### src/rtl/legacy_route_pkg.sv
package legacy_route_pkg;

  // Attribute codes: bit 0 steers reads, bit 1 steers writes (1 = DRAM)
  typedef enum logic [1:0] {
    ATTR_MMIO_ONLY = 2'b00,
    ATTR_RD_DRAM   = 2'b01,
    ATTR_WR_DRAM   = 2'b10,
    ATTR_ALL_DRAM  = 2'b11
  } attr_e;

  // 16 KB block number of the first expansion segment (C0000 >> 14)
  localparam int unsigned WIN_BASE_BLK = 48;
  // Count of 16 KB expansion segments below the system segment
  localparam int unsigned EXP_SEGS     = 12;

  typedef struct packed {
    logic valid;
    logic dram;
    logic mmio;
  } route_t;

endpackage

### src/rtl/legacy_reset_sync.sv
module legacy_reset_sync (
  input  logic clk,
  input  logic rst_n,
  output logic rst_sync_n
);

  logic stage1_q;
  logic stage2_q;

  always_ff @(posedge clk or negedge rst_n) begin
    if (!rst_n) begin
      stage1_q <= 1'b0;
      stage2_q <= 1'b0;
    end else begin
      stage1_q <= 1'b1;
      stage2_q <= stage1_q;
    end
  end

  assign rst_sync_n = stage2_q;

endmodule

### src/rtl/legacy_attr_regs.sv
module legacy_attr_regs
  import legacy_route_pkg::*;
#(
  parameter int unsigned NUM_REGS = 7,
  parameter int unsigned DATA_W   = 8,
  parameter int unsigned IDX_W    = 3
) (
  input  logic                     clk,
  input  logic                     rst_n,
  input  logic                     wr_en,
  input  logic [IDX_W-1:0]         idx,
  input  logic [DATA_W-1:0]        wdata,
  output logic [DATA_W-1:0]        rdata,
  output logic [NUM_REGS-1:0][1:0] attr_lo,
  output logic [NUM_REGS-1:0][1:0] attr_hi
);

  localparam int unsigned LO_POS = 0;
  localparam int unsigned HI_POS = 4;

  logic [1:0] wr_lo;
  logic [1:0] wr_hi;
  logic       idx_ok;

  assign wr_lo  = wdata[LO_POS+1:LO_POS];
  assign wr_hi  = wdata[HI_POS+1:HI_POS];
  assign idx_ok = (idx < IDX_W'(NUM_REGS));

  // Reserved data bits are never stored
  logic unused_resv;
  assign unused_resv = ^{wdata[DATA_W-1:HI_POS+2], wdata[HI_POS-1:LO_POS+2]};

  for (genvar r = 0; r < NUM_REGS; r++) begin : g_reg
    logic       sel;
    logic       hi_en;
    logic [1:0] hi_d;
    logic [1:0] hi_q;

    assign sel = wr_en && (idx == IDX_W'(r));

    always_comb begin
      hi_en = sel;
      hi_d  = wr_hi;
    end

    always_ff @(posedge clk or negedge rst_n) begin
      if (!rst_n)     hi_q <= ATTR_MMIO_ONLY;
      else if (hi_en) hi_q <= hi_d;
    end

    assign attr_hi[r] = hi_q;

    if (r == 0) begin : g_sys
      // System segment register has only the upper field
      assign attr_lo[r] = 2'b00;
    end else begin : g_exp
      logic       lo_en;
      logic [1:0] lo_d;
      logic [1:0] lo_q;

      always_comb begin
        lo_en = sel;
        lo_d  = wr_lo;
      end

      always_ff @(posedge clk or negedge rst_n) begin
        if (!rst_n)     lo_q <= ATTR_MMIO_ONLY;
        else if (lo_en) lo_q <= lo_d;
      end

      assign attr_lo[r] = lo_q;
    end
  end

  always_comb begin
    rdata = '0;
    if (idx_ok) begin
      rdata[LO_POS+1:LO_POS] = attr_lo[idx];
      rdata[HI_POS+1:HI_POS] = attr_hi[idx];
    end
  end

endmodule

### src/rtl/legacy_region_lookup.sv
module legacy_region_lookup
  import legacy_route_pkg::*;
#(
  parameter int unsigned BLK_W    = 18,
  parameter int unsigned NUM_REGS = 7,
  parameter int unsigned IDX_W    = 3
) (
  input  logic [BLK_W-1:0]         blk,
  input  logic                     is_write,
  input  logic [NUM_REGS-1:0][1:0] attr_lo,
  input  logic [NUM_REGS-1:0][1:0] attr_hi,
  output logic                     to_dram
);

  logic       above_1m;
  logic [5:0] blk_lo6;

  assign blk_lo6 = blk[5:0];

  // Width variant: the check for addresses past 1 MB only exists when wider
  if (BLK_W > 6) begin : g_wide
    assign above_1m = |blk[BLK_W-1:6];
  end else begin : g_narrow
    assign above_1m = 1'b0;
  end

  logic             in_win;
  logic [3:0]       seg;
  logic             sys_seg;
  logic [IDX_W-1:0] ridx;
  logic [1:0]       attr;

  always_comb begin
    in_win  = !above_1m && (blk_lo6 >= 6'(WIN_BASE_BLK));
    seg     = 4'(blk_lo6 - 6'(WIN_BASE_BLK));
    sys_seg = (seg >= 4'(EXP_SEGS));
    ridx    = IDX_W'(seg[3:1]) + IDX_W'(1);
    if (sys_seg)     attr = attr_hi[0];
    else if (seg[0]) attr = attr_hi[ridx];
    else             attr = attr_lo[ridx];
    if (in_win) to_dram = is_write ? attr[1] : attr[0];
    else        to_dram = 1'b1;
  end

endmodule

### src/rtl/legacy_route_stage.sv
module legacy_route_stage
  import legacy_route_pkg::*;
(
  input  logic clk,
  input  logic rst_n,
  input  logic strobe,
  input  logic to_dram,
  output logic valid_o,
  output logic dram_o,
  output logic mmio_o
);

  route_t route_d;
  route_t route_q;

  always_comb begin
    route_d.valid = strobe;
    route_d.dram  = strobe && to_dram;
    route_d.mmio  = strobe && !to_dram;
  end

  always_ff @(posedge clk or negedge rst_n) begin
    if (!rst_n) route_q <= '0;
    else        route_q <= route_d;
  end

  assign valid_o = route_q.valid;
  assign dram_o  = route_q.dram;
  assign mmio_o  = route_q.mmio;

endmodule

### src/rtl/legacy_route_top.sv
module legacy_route_top
  import legacy_route_pkg::*;
#(
  parameter int unsigned ADDR_W   = 32,
  parameter int unsigned DATA_W   = 8,
  parameter int unsigned NUM_REGS = 7,
  localparam int unsigned IDX_W   = $clog2(NUM_REGS + 1),
  localparam int unsigned BLK_W   = ADDR_W - 14
) (
  input  logic              clk,
  input  logic              rst_n,
  input  logic              cfg_we,
  input  logic [IDX_W-1:0]  cfg_idx,
  input  logic [DATA_W-1:0] cfg_wdata,
  output logic [DATA_W-1:0] cfg_rdata,
  input  logic              acc_valid,
  input  logic [BLK_W-1:0]  acc_blk,
  input  logic              acc_write,
  output logic              route_valid,
  output logic              route_dram,
  output logic              route_mmio
);

  logic                     rst_int_n;
  logic [NUM_REGS-1:0][1:0] attr_lo;
  logic [NUM_REGS-1:0][1:0] attr_hi;
  logic                     lookup_dram;

  legacy_reset_sync u_rst (
    .clk        (clk),
    .rst_n      (rst_n),
    .rst_sync_n (rst_int_n)
  );

  legacy_attr_regs #(
    .NUM_REGS (NUM_REGS),
    .DATA_W   (DATA_W),
    .IDX_W    (IDX_W)
  ) u_regs (
    .clk     (clk),
    .rst_n   (rst_int_n),
    .wr_en   (cfg_we),
    .idx     (cfg_idx),
    .wdata   (cfg_wdata),
    .rdata   (cfg_rdata),
    .attr_lo (attr_lo),
    .attr_hi (attr_hi)
  );

  legacy_region_lookup #(
    .BLK_W    (BLK_W),
    .NUM_REGS (NUM_REGS),
    .IDX_W    (IDX_W)
  ) u_lookup (
    .blk      (acc_blk),
    .is_write (acc_write),
    .attr_lo  (attr_lo),
    .attr_hi  (attr_hi),
    .to_dram  (lookup_dram)
  );

  legacy_route_stage u_stage (
    .clk     (clk),
    .rst_n   (rst_int_n),
    .strobe  (acc_valid),
    .to_dram (lookup_dram),
    .valid_o (route_valid),
    .dram_o  (route_dram),
    .mmio_o  (route_mmio)
  );

endmodule

### config.mk
export PLATFORM = sky130hd
export DESIGN_NAME = legacy_route_top
export DESIGN_NICKNAME = d
export VERILOG_FILES = /design/src/rtl/legacy_route_pkg.sv /design/src/rtl/legacy_reset_sync.sv /design/src/rtl/legacy_attr_regs.sv /design/src/rtl/legacy_region_lookup.sv /design/src/rtl/legacy_route_stage.sv /design/src/rtl/legacy_route_top.sv
export SDC_FILE = /design/constraint.sdc
export NUM_CORES = 1
export LEC_CHECK = 0
export ABC_AREA = 1
export BUFFER_PORTS_ARGS = -buffer_cell sky130_fd_sc_hd__clkbuf_2
export CORE_ASPECT_RATIO = 0.9
export CORE_MARGIN = 2
export CORE_UTILIZATION = 45
export CTS_CLUSTER_SIZE = 28
export DETAILED_ROUTE_END_ITERATION = 12
export GPL_TIMING_DRIVEN = 0
export PLACE_DENSITY_LB_ADDON = 0.1
export SKIP_CTS_REPAIR_TIMING = 1
export SYNTH_ARGS = -nofsm -noshare
export SYNTH_HDL_FRONTEND = slang
export SYNTH_SLANG_ARGS = --single-unit
### constraint.sdc
create_clock -name clk -period 1.4 [get_ports clk]
set_input_delay 0.28 -clock clk [delete_from_list [all_inputs] [get_ports clk]]
set_output_delay 0.28 -clock clk [all_outputs]
set_load 0.02 [all_outputs]
==> reports/results.ini <==
[logic_synthesis]
ys_warn_count=0
synth_compound_area_share_pct=15.3
muxShareOfSynthArea_pct=0
synth_top_family_by_area=simple AND/OR/NAND/NOR gates
synth_area_per_cell_sq_um=7.25
ys_seq_area_share_pct=43.8
syn_inst=244
ys_ff_latch=31
synth_cell_types=26
synth_simple_gate_area_share_pct=27.7
syn_area_sq_um=1770
synth_area_leaders=dfrtp_1, nand2_1, o21ai_0
yosysTopAreaCell=dfrtp_1
synth_fa_ha_area_share_pct=0.707
synth_top_area_share_pct=43.8
synthXorXnorAreaFrac_pct=0

[clock_network]
cts_tree=built
cts.htree.levels=2
clockBufferDepth=2
clkSinkCount=31
cts_made_buffers=5
clk_latency_ps=290
cts_root_buffer=clkbuf_8
clkTransAtPathRegs_ps=60

[timing]
worst_slack_ps=-169
fmax_ghz=0.638
worst_pin_slew_ps=627
holdWs_ps=129
finalCritPeriodShare_pct=112
period_needed_ps=1570
finalHoldViolations=0
finalSetupViolCount=4
slew_violations=0
rsz0062_at_grt=true
fin_skew_ps=4.71
slew_headroom_pct=58.2

[pwr]
power_density_nw_per_um2=1120
power_frac_seq_pct=46.8
pwr-share-clk_pct=27.0
p_leak_nw=1.18
combPwrFrac_pct=26.2
internal_power_mw=1.65
switching_share_pct=33.8
power.switching_uw=843
max-vdd-ir-drop_mv=0.776

[finish]
layout-drive-gt1-share_pct=26.9
final_common_cell=nand2_1
area_delta_synth_final_pct=25.5
finalNonFillerCells=343
nets=331
final_area_sq_um=2220
n_antenna_cell=0
final_cell_mix=nand2_1, clkbuf_2, inv_1

[setup_path]
cp-start-kind=register
worstPathMaxFanout=3
worstPathArrival_ps=1290
crit_path_top_delay_cell=dfrtp_1
cp_cell_sequence=a221oi_2 -> o21ai_1 -> buf_2
worst_setup_path_end_kind=output port
critPathMaxStageDelay_ps=420
critPathKind=reg2out
worst_ep_required_time_ps=1120

[placement]
place_congestion=0.905
place_ws_ps=-248
hpwlAfterDp_um=3320
place_area_sq_um=2030
io_buffers=36
dp.cells=329

[floorplanning]
initial_utilization_pct=47.1
die_w_um=70.1
coreArea_sq_um=3760
ioPinCount=45
die_area_sq_um=4450
die_h_um=63.5
rows=21

[status]
status=complete, but fails checks
violations=negative setup slack

[global_routing]
globalRouteTotalUtil_pct=20.7
overflow=0
grt_max_degree=30
antenna_found_initial=0
grt_pass1_wl_um=7130
first_global_vias=1526

[detailed_routing]
drc_errors=0
num_vias=1714
vias_per_cell=5.00
initialDrtViolationCount=89
wirelength_um=4450
wl_per_cell_um=13.0
ant_nets=0
drt-pass1-iter-count=5

[run]
cap_violations=0

[hold_path]
hold_class=in2reg

-- through the flow --
step / total power [mW] / utilization (%) / setup TNS, ps
after CTS: 2.43 / 56.2 / -898
after global placement: 1.75 / 53.9 / -1090
after floorplan: 1.56 / - / 0
final: 2.50 / 59.1 / -551
after global routing: 2.67 / 59.1 / -814
after detailed placement: 1.76 / 53.9 / -1080
-- sequential cells by signal (all words and copies together), names as in the netlist --
| register | count |
|---|---|
| u_rst.stage1_q | 1 |
| u_stage.mmio_o | 1 |
| u_rst.rst_sync_n | 1 |
| u_stage.dram_o | 1 |
| u_regs.g.hi_q | 14 |
| u_regs.g.g_exp.lo_q | 12 |
| u_stage.valid_o | 1 |
-- worst max-delay path, delay by kind of cell, from the launching register on --
kind            cells  cell delay [ps]
compound gates      2              420
flops               1              420
buf+inv             1              160
-- path summary, 6_finish.rpt --
check	cells after the start	start	end	slack, ps
worst max-delay path	3	u_regs.g_reg[4].hi_q[0]$_DFFE_PN0P_	cfg_rdata[4]	-170
worst min-delay path	1	acc_valid	u_stage.valid_o$_DFF_PN0_	130
worst max register to register	11	u_regs.g_reg[0].hi_q[1]$_DFFE_PN0P_	u_stage.dram_o$_DFF_PN0_	130
worst min register to register	0	u_rst.rst_sync_n$_DFF_PN0_	u_regs.g_reg[1].hi_q[0]$_DFFE_PN0P_	290
max in group asynchronous	0	u_rst.rst_sync_n$_DFF_PN0_	u_regs.g_reg[1].g_exp.lo_q[1]$_DFFE_PN0P_	700
min in group asynchronous	0	u_rst.rst_sync_n$_DFF_PN0_	u_regs.g_reg[1].hi_q[0]$_DFFE_PN0P_	290
-- synthesized netlist by cell type (all sizes together) --
master / n
nand2: 76
inv: 40
nor4: 2
conb: 2
dfrtp: 31
o221ai: 2
ha: 1
a221oi: 3
nand4: 1
buf: 7
a21oi: 1
o21ai: 37
nor2: 12
o22ai: 3
a31oi: 1
nand3: 24
o21a: 1
-- power groups by stage --
stage                     clock, mW  combinational [mW]  sequential (mW)
after global routing          0.744               0.741             1.19
after floorplan                   0               0.415             1.14
after CTS                     0.692               0.585             1.16
final                         0.674               0.653             1.17
after global placement            0               0.578             1.17
after detailed placement          0               0.583             1.17
-- cell families (layout without fill, tap and decap cells) --
group	Yosys count	in the layout
other	2	5
AND/OR/NAND/NOR	115	115
buffers and inverters	47	97
AO/OA/AOI/OAI	48	48
adder cells (fa/ha/maj)	1	1
flip-flops	31	31
-- routing by layer --
metal  wire length [um]  up-vias  track usage [%]
met4                 46        0             4.33
met2               1950       60             30.8
met3                348        5             6.72
met5                  0        -                0
li1                   -      882                -
met1               2100      767             29.5
-- layout make-up --
cell class / count / area, sq um
Fill cell: 372 / 1540
Multi-Input combinational cell: 169 / 847
Sequential cell: 31 / 777
Timing Repair Buffer: 42 / 231
Inverter: 40 / 155
Clock buffer: 5 / 68.8
Buffer: 7 / 67.6
Tap cell: 46 / 57.6
Clock inverter: 3 / 15.0
(Power assumes the default switching activity.)
